$ cat src/rtl/sris_pkg.sv
package sris_pkg;
  typedef enum logic [1:0] {
    CMD_PALL = 2'd0,
    CMD_AREF = 2'd1,
    CMD_LMR  = 2'd2,
    CMD_NOP  = 2'd3
  } sdr_cmd_e;

  typedef enum logic [2:0] {
    ST_OFF,
    ST_PALL,
    ST_IREF,
    ST_LMR,
    ST_MRD,
    ST_RUN
  } seq_st_e;

  // address bit that selects all banks during a precharge
  localparam int ALLBANK_BIT = 10;
  // low bits of the mode word that reach the pins
  localparam int MODE_KEEP = 10;
endpackage

$ cat src/rtl/sris_tick_gen.sv
module sris_tick_gen #(
  parameter int RC_W  = 8,
  parameter int PRE_W = 4
) (
  input  logic            clk,
  input  logic            rst_n,
  input  logic            start,
  input  logic [RC_W-1:0] rc,
  output logic            tick
);
  logic             on;
  logic [PRE_W-1:0] pre;
  logic [RC_W-1:0]  left;
  logic             wrap;

  assign wrap = on && (pre == {PRE_W{1'b1}});
  assign tick = wrap && (left == '0);

  always_ff @(posedge clk) begin
    if (!rst_n) begin
      on   <= 1'b0;
      pre  <= '0;
      left <= '0;
    end else if (start) begin
      on   <= 1'b1;
      pre  <= '0;
      left <= rc;
    end else if (on) begin
      pre <= pre + 1'b1;
      if (wrap) left <= (left == '0) ? rc : left - 1'b1;
    end
  end
endmodule

$ cat src/rtl/sris_gap_ctr.sv
module sris_gap_ctr #(
  parameter int W = 4
) (
  input  logic         clk,
  input  logic         rst_n,
  input  logic         load,
  input  logic [W-1:0] val,
  output logic         idle
);
  logic [W-1:0] cnt;

  assign idle = (cnt == '0);

  always_ff @(posedge clk) begin
    if (!rst_n)        cnt <= '0;
    else if (load)     cnt <= val;
    else if (!idle)    cnt <= cnt - 1'b1;
  end
endmodule

$ cat src/rtl/sris_pend_ctr.sv
module sris_pend_ctr #(
  parameter int W = 3
) (
  input  logic         clk,
  input  logic         rst_n,
  input  logic         inc,
  input  logic         dec,
  output logic [W-1:0] count,
  output logic         nonzero
);
  assign nonzero = (count != '0);

  always_ff @(posedge clk) begin
    if (!rst_n)              count <= '0;
    else if (inc && !dec)    count <= count + 1'b1;
    else if (dec && !inc)    count <= count - 1'b1;
  end
endmodule

$ cat src/rtl/sdram_init_refresh_seq.sv
module sdram_init_refresh_seq
  import sris_pkg::*;
#(
  parameter int RC_W      = 8,
  parameter int DLY_W     = 4,
  parameter int PEND_W    = 3,
  parameter int MODE_W    = 12,
  parameter int INIT_REFS = 8
) (
  input  logic              clk,
  input  logic              rst_n,
  input  logic              cfg_enable,
  input  logic [RC_W-1:0]   cfg_rc,
  input  logic [DLY_W-1:0]  cfg_t_rp,
  input  logic [DLY_W-1:0]  cfg_t_rc,
  input  logic [DLY_W-1:0]  cfg_t_mrd,
  input  logic [MODE_W-1:0] cfg_mode,
  input  logic              sleep_req,
  output logic              cmd_valid,
  input  logic              cmd_ready,
  output logic [1:0]        cmd_code,
  output logic [MODE_W-1:0] cmd_addr,
  output logic              act_ok,
  output logic              mem_cke,
  output logic              init_done,
  output logic              mem_ready
);
  localparam int REF_W = (INIT_REFS > 1) ? $clog2(INIT_REFS) : 1;
  localparam logic [REF_W-1:0]  LAST_REF  = REF_W'(INIT_REFS - 1);
  localparam logic [MODE_W-1:0] MODE_MASK = MODE_W'((1 << MODE_KEEP) - 1);
  localparam logic [MODE_W-1:0] PALL_ADDR = MODE_W'(1 << ALLBANK_BIT);

  seq_st_e          st;
  logic [REF_W-1:0] nref;
  logic             cke_q;
  logic             accept;
  logic             gap_idle;
  logic [DLY_W-1:0] gap_val;
  logic             tick;
  logic             tmr_start;
  logic             pend_inc;
  logic             pend_dec;
  logic             pend_nz;
  logic [PEND_W-1:0] pend_cnt;

  assign accept    = cmd_valid && cmd_ready;
  assign tmr_start = accept && (st == ST_PALL);
  assign pend_inc  = tick && cke_q;
  assign pend_dec  = accept && (st == ST_RUN);

  assign mem_cke   = cke_q;
  assign mem_ready = (st == ST_RUN);
  assign init_done = (st == ST_MRD) && gap_idle;
  assign act_ok    = (st == ST_RUN) && gap_idle && cke_q;

  // command offer
  always_comb begin
    cmd_valid = 1'b0;
    cmd_code  = CMD_NOP;
    cmd_addr  = '0;
    unique case (st)
      ST_PALL: begin
        cmd_valid = 1'b1;
        cmd_code  = CMD_PALL;
        cmd_addr  = PALL_ADDR;
      end
      ST_IREF: begin
        cmd_valid = gap_idle;
        cmd_code  = CMD_AREF;
      end
      ST_LMR: begin
        cmd_valid = gap_idle;
        cmd_code  = CMD_LMR;
        cmd_addr  = cfg_mode & MODE_MASK;
      end
      ST_RUN: begin
        cmd_valid = gap_idle && pend_nz && cke_q;
        cmd_code  = CMD_AREF;
      end
      default: ;
    endcase
  end

  // wait length loaded when a command is issued
  always_comb begin
    unique case (st)
      ST_PALL: gap_val = cfg_t_rp;
      ST_LMR:  gap_val = cfg_t_mrd;
      default: gap_val = cfg_t_rc;
    endcase
  end

  always_ff @(posedge clk) begin
    if (!rst_n) begin
      st    <= ST_OFF;
      nref  <= '0;
      cke_q <= 1'b0;
    end else begin
      unique case (st)
        ST_OFF: if (cfg_enable) begin
          st    <= ST_PALL;
          cke_q <= 1'b1;
        end
        ST_PALL: if (accept) begin
          st   <= ST_IREF;
          nref <= '0;
        end
        ST_IREF: if (accept) begin
          nref <= nref + 1'b1;
          if (nref == LAST_REF) st <= ST_LMR;
        end
        ST_LMR: if (accept) st <= ST_MRD;
        ST_MRD: if (gap_idle) st <= ST_RUN;
        ST_RUN: begin
          if (sleep_req && !pend_nz) cke_q <= 1'b0;
          else if (!sleep_req)       cke_q <= 1'b1;
        end
        default: st <= ST_OFF;
      endcase
    end
  end

  sris_gap_ctr #(.W(DLY_W)) u_gap (
    .clk   (clk),
    .rst_n (rst_n),
    .load  (accept),
    .val   (gap_val),
    .idle  (gap_idle)
  );

  sris_tick_gen #(.RC_W(RC_W), .PRE_W(4)) u_tick (
    .clk   (clk),
    .rst_n (rst_n),
    .start (tmr_start),
    .rc    (cfg_rc),
    .tick  (tick)
  );

  sris_pend_ctr #(.W(PEND_W)) u_pend (
    .clk     (clk),
    .rst_n   (rst_n),
    .inc     (pend_inc),
    .dec     (pend_dec),
    .count   (pend_cnt),
    .nonzero (pend_nz)
  );
endmodule

$ cat config.mk
export PLATFORM = sky130hd
export DESIGN_NAME = sdram_init_refresh_seq
export DESIGN_NICKNAME = d
export VERILOG_FILES = /design/src/rtl/sris_pkg.sv /design/src/rtl/sris_tick_gen.sv /design/src/rtl/sris_gap_ctr.sv /design/src/rtl/sris_pend_ctr.sv /design/src/rtl/sdram_init_refresh_seq.sv
export SDC_FILE = /design/constraint.sdc
export NUM_CORES = 1
export LEC_CHECK = 0
export BUFFER_PORTS_ARGS = -buffer_cell sky130_fd_sc_hd__buf_4
export CORE_UTILIZATION = 40
export CTS_CLUSTER_DIAMETER = 30
export DETAILED_ROUTE_END_ITERATION = 10
export GPL_TIMING_DRIVEN = 0
export PLACE_DENSITY = 0.66
export RECOVER_POWER = 100
export SLEW_MARGIN = 40
export SYNTH_ARGS = -nofsm -noshare
export SYNTH_HDL_FRONTEND = slang
export SYNTH_SLANG_ARGS = --single-unit
export TNS_END_PERCENT = 100
$ cat constraint.sdc
create_clock -name clk -period 6.5 [get_ports clk]
set_clock_uncertainty 0.05 [all_clocks]
set_input_delay 1.3 -clock clk [delete_from_list [all_inputs] [get_ports clk]]
set_output_delay 1.3 -clock clk [all_outputs]
set_load 0.005 [all_outputs]
==> qor.yml <==
route:
  wl_met1_mm: 2.02
  detail-route-antenna-nets: 0
  wl_met3_um: 287
  wl_per_cell_um: 13.7
  topRoutingLayerUsed: "met4"
  drtIter0Drc: 70
  vias: 1899
  dr.pass1.iters: 4
  wl_met2_mm: 2.26
  avgViaCountPerCell: 5.57
  routed_wl_mm: 4.67
  remaining_drc_errors: 0
worst_setup_path:
  cpMaxStageDelayCell: "clkbuf_1"
  arrival_ps: 2050
  crit_chain: "clkbuf_1, clkbuf_1, clkbuf_1, and3_1, clkbuf_4"
  cp_common_cell: "clkbuf_1"
  critPathMaxStageDelay_ps: 400
  critPathCaptureType: "output port"
  startpoint_type: "flop"
  critical_path_class: "flop to output port"
  cp.required_ps: 5150
  critPathMaxFanout: 10
power_and_ir_drop:
  power_mw: 0.592
  power_density_nw_per_um2: 253
  power.leakage_nw: 1.01
  ir_drop_v: 0.000139
clocking:
  clockBufferDepth: 2
  clockRootBuffer: "clkbuf_8"
  clk_latency_ps: 280
  htreeDepth: 1
  clk_transition_reported_paths_ps: 100
  cts_buffers: 3
  ctsResizeCount: 0
  hold_buffers: 0
  postCtsSetupRepairBufs: 0
  cts_tree: "built"
  cts_sinks: 27
logic_synthesis:
  ys_ff_latch: 27
  ys_seq_area_share_pct: 29.2
  async_flop_share_pct: 0
  synth_commonest_cells: "27 x dfxtp_1, 22 x nor2_1, 17 x a21oi_1"
  synthDominantCellAreaShare_pct: 29.2
  synthTopCellsByArea: "dfxtp_1 29%, ha_1 5.4%, a21oi_1 4.6%, nor2_1 4.5%, mux2i_1 4.3%"
  synth_cell_type_count: 53
  synth-edff-count: 0
  yosysWarningCount: 0
  synth_nets: 280
  yosys.cell_count.top_type: "dfxtp_1"
  synth.avg_cell_area_um2: 7.92
  netlist_area_um2: 1850
  synth.largest_area_cell: "dfxtp_1"
  synth-main-ff-cell: "dfxtp_1"
  syn_inst: 234
floorplanning:
  die_area_um2: 4910
  initial_utilization_pct: 42.0
  rows: 24
  die_w_um: 70.1
  pin_count: 56
  core_um2: 4410
  die_h_um: 70.1
final_layout:
  post_route_cells_drive_above_1_share_pct: 20.8
  num-nets-final: 336
  area.growth.synth_to_final_pct: 26.5
  postLayoutCellArea_um2: 2340
  fin_util_pct: 53.1
  num_antenna_cells: 0
global_route:
  grt_pass1_vias: 1768
  antenna_found_initial: 0
  grt-ovfl-total: 0
  grt_max_degree: 17
  grt_usage_pct: 19.3
  grt_pass1_wl_mm: 7.71
placed_design:
  pre_cts_slack_ps: 2930
  gp_congestion: 0.867
  place_area_um2: 2310
  portBuffers: 51
  hpwlAfterDp_mm: 3.60
timing:
  drv_slew: 0
  fmax_mhz: 294
  rsz0062_at_grt: "no"
  final.min_clock_period_ps: 3400
  setup_viol: 0
  setup_ws_ps: 3100
  fin_crit_sh_pct: 52.3
  finalHoldViolCount: 0
  worst_pin_slew_ps: 974
  relSlewSlack_pct: 34.2
  finalSetupTns_ps: 0
flow_run:
  cap_viol_max_count: 0
status:
  status: "finished clean"
min_path:
  hold_path.class: "flop to flop"
-- power breakdown --
part	leakage, nW	switching, mW	internal, mW
clock network	0.0217	0.0562	0.0436
registers	0.220	0.0228	0.188
logic	0.772	0.150	0.132
-- cells by family (layout without fill, tap and decap cells) --
group	after synthesis	after routing	share of synthesized area (%)
simple gates	98	98	29.9
compound gates	58	58	20.6
flops	27	27	29.2
buf+inv	25	80	5.40
fa+ha+maj	9	9	6.48
mux	9	9	4.93
xor+xnor	7	7	3.31
other cells	1	1	0.202
-- placed cells by master (no fill, tap or decap), types with 2 or more instances in the layout --
cell type  count
a211o_1        5
mux2i_1        8
a21oi_1       17
xnor2_1        2
a31oi_1        2
nor2_1        22
dfxtp_1       27
nor4_1         3
nand3b_1       3
nor3_1         7
inv_1         10
and3_1        10
nand3_1        9
or3_1          3
clkbuf_4      16
o22ai_1        2
nand2_1       13
nand4b_1       2
nand4_1        2
nand2b_1       2
nor4b_1        4
a211oi_1       7
clkbuf_8       3
nor2b_1        6
o21a_1         2
a21boi_0       2
o2111ai_1      2
or4b_1         2
buf_4         35
and2_0         2
clkbuf_1      15
xor2_1         5
o21ai_0        9
ha_1           8
-- through the flow --
| stage | hold WS (ps) | instances |
|---|---|---|
| floorplan | 388 | 234 |
| global route | 445 | 341 |
| detailed placement | 410 | 337 |
| global placement | 398 | 337 |
| CTS | 424 | 341 |
| finish | 422 | 341 |
-- flip-flops by register name (all words and copies together), names as in the netlist --
signal,flops
mem_cke,1
nref,3
st,3
u_gap.cnt,4
u_pend.count,3
u_tick.left,8
u_tick.on,1
u_tick.pre,4
-- worst max-delay path: cells and delay by family, from the launching register on --
kind / cells / cell delay, ps
AND/OR/NAND/NOR: 1 / 200
flip-flops: 1 / 370
buffers and inverters: 4 / 1200
-- cell type report --
| class | count | area, µm² |
|---|---|---|
| flip-flops and latches | 27 | 541 |
| clock inverters | 1 | 7.51 |
| well taps | 52 | 65.1 |
| fillers | 446 | 2070 |
| inverters | 10 | 37.5 |
| plain buffers | 15 | 60.1 |
| repair buffers | 51 | 379 |
| clock buffers | 3 | 41.3 |
| multi-input cells | 182 | 1210 |
-- per-layer routing --
metal	track usage, %	vias up
li1	-	967
met1	22.8	855
met3	3.75	13
met2	34.5	64
met5	0	-
met4	7.11	0
-- worst paths after layout --
path | from | end | slack (ps) | cells after the start
hold / removal | nref[2] | nref[2] | 420 | 2
hold reg to reg | nref[2] | nref[2] | 420 | 2
setup / recovery | st[1] | cmd_addr[6] | 3100 | 5
setup reg to reg | u_gap.cnt[0] | u_pend.count[2] | 3250 | 14
Note: power is estimated with default switching activity, not from simulation.
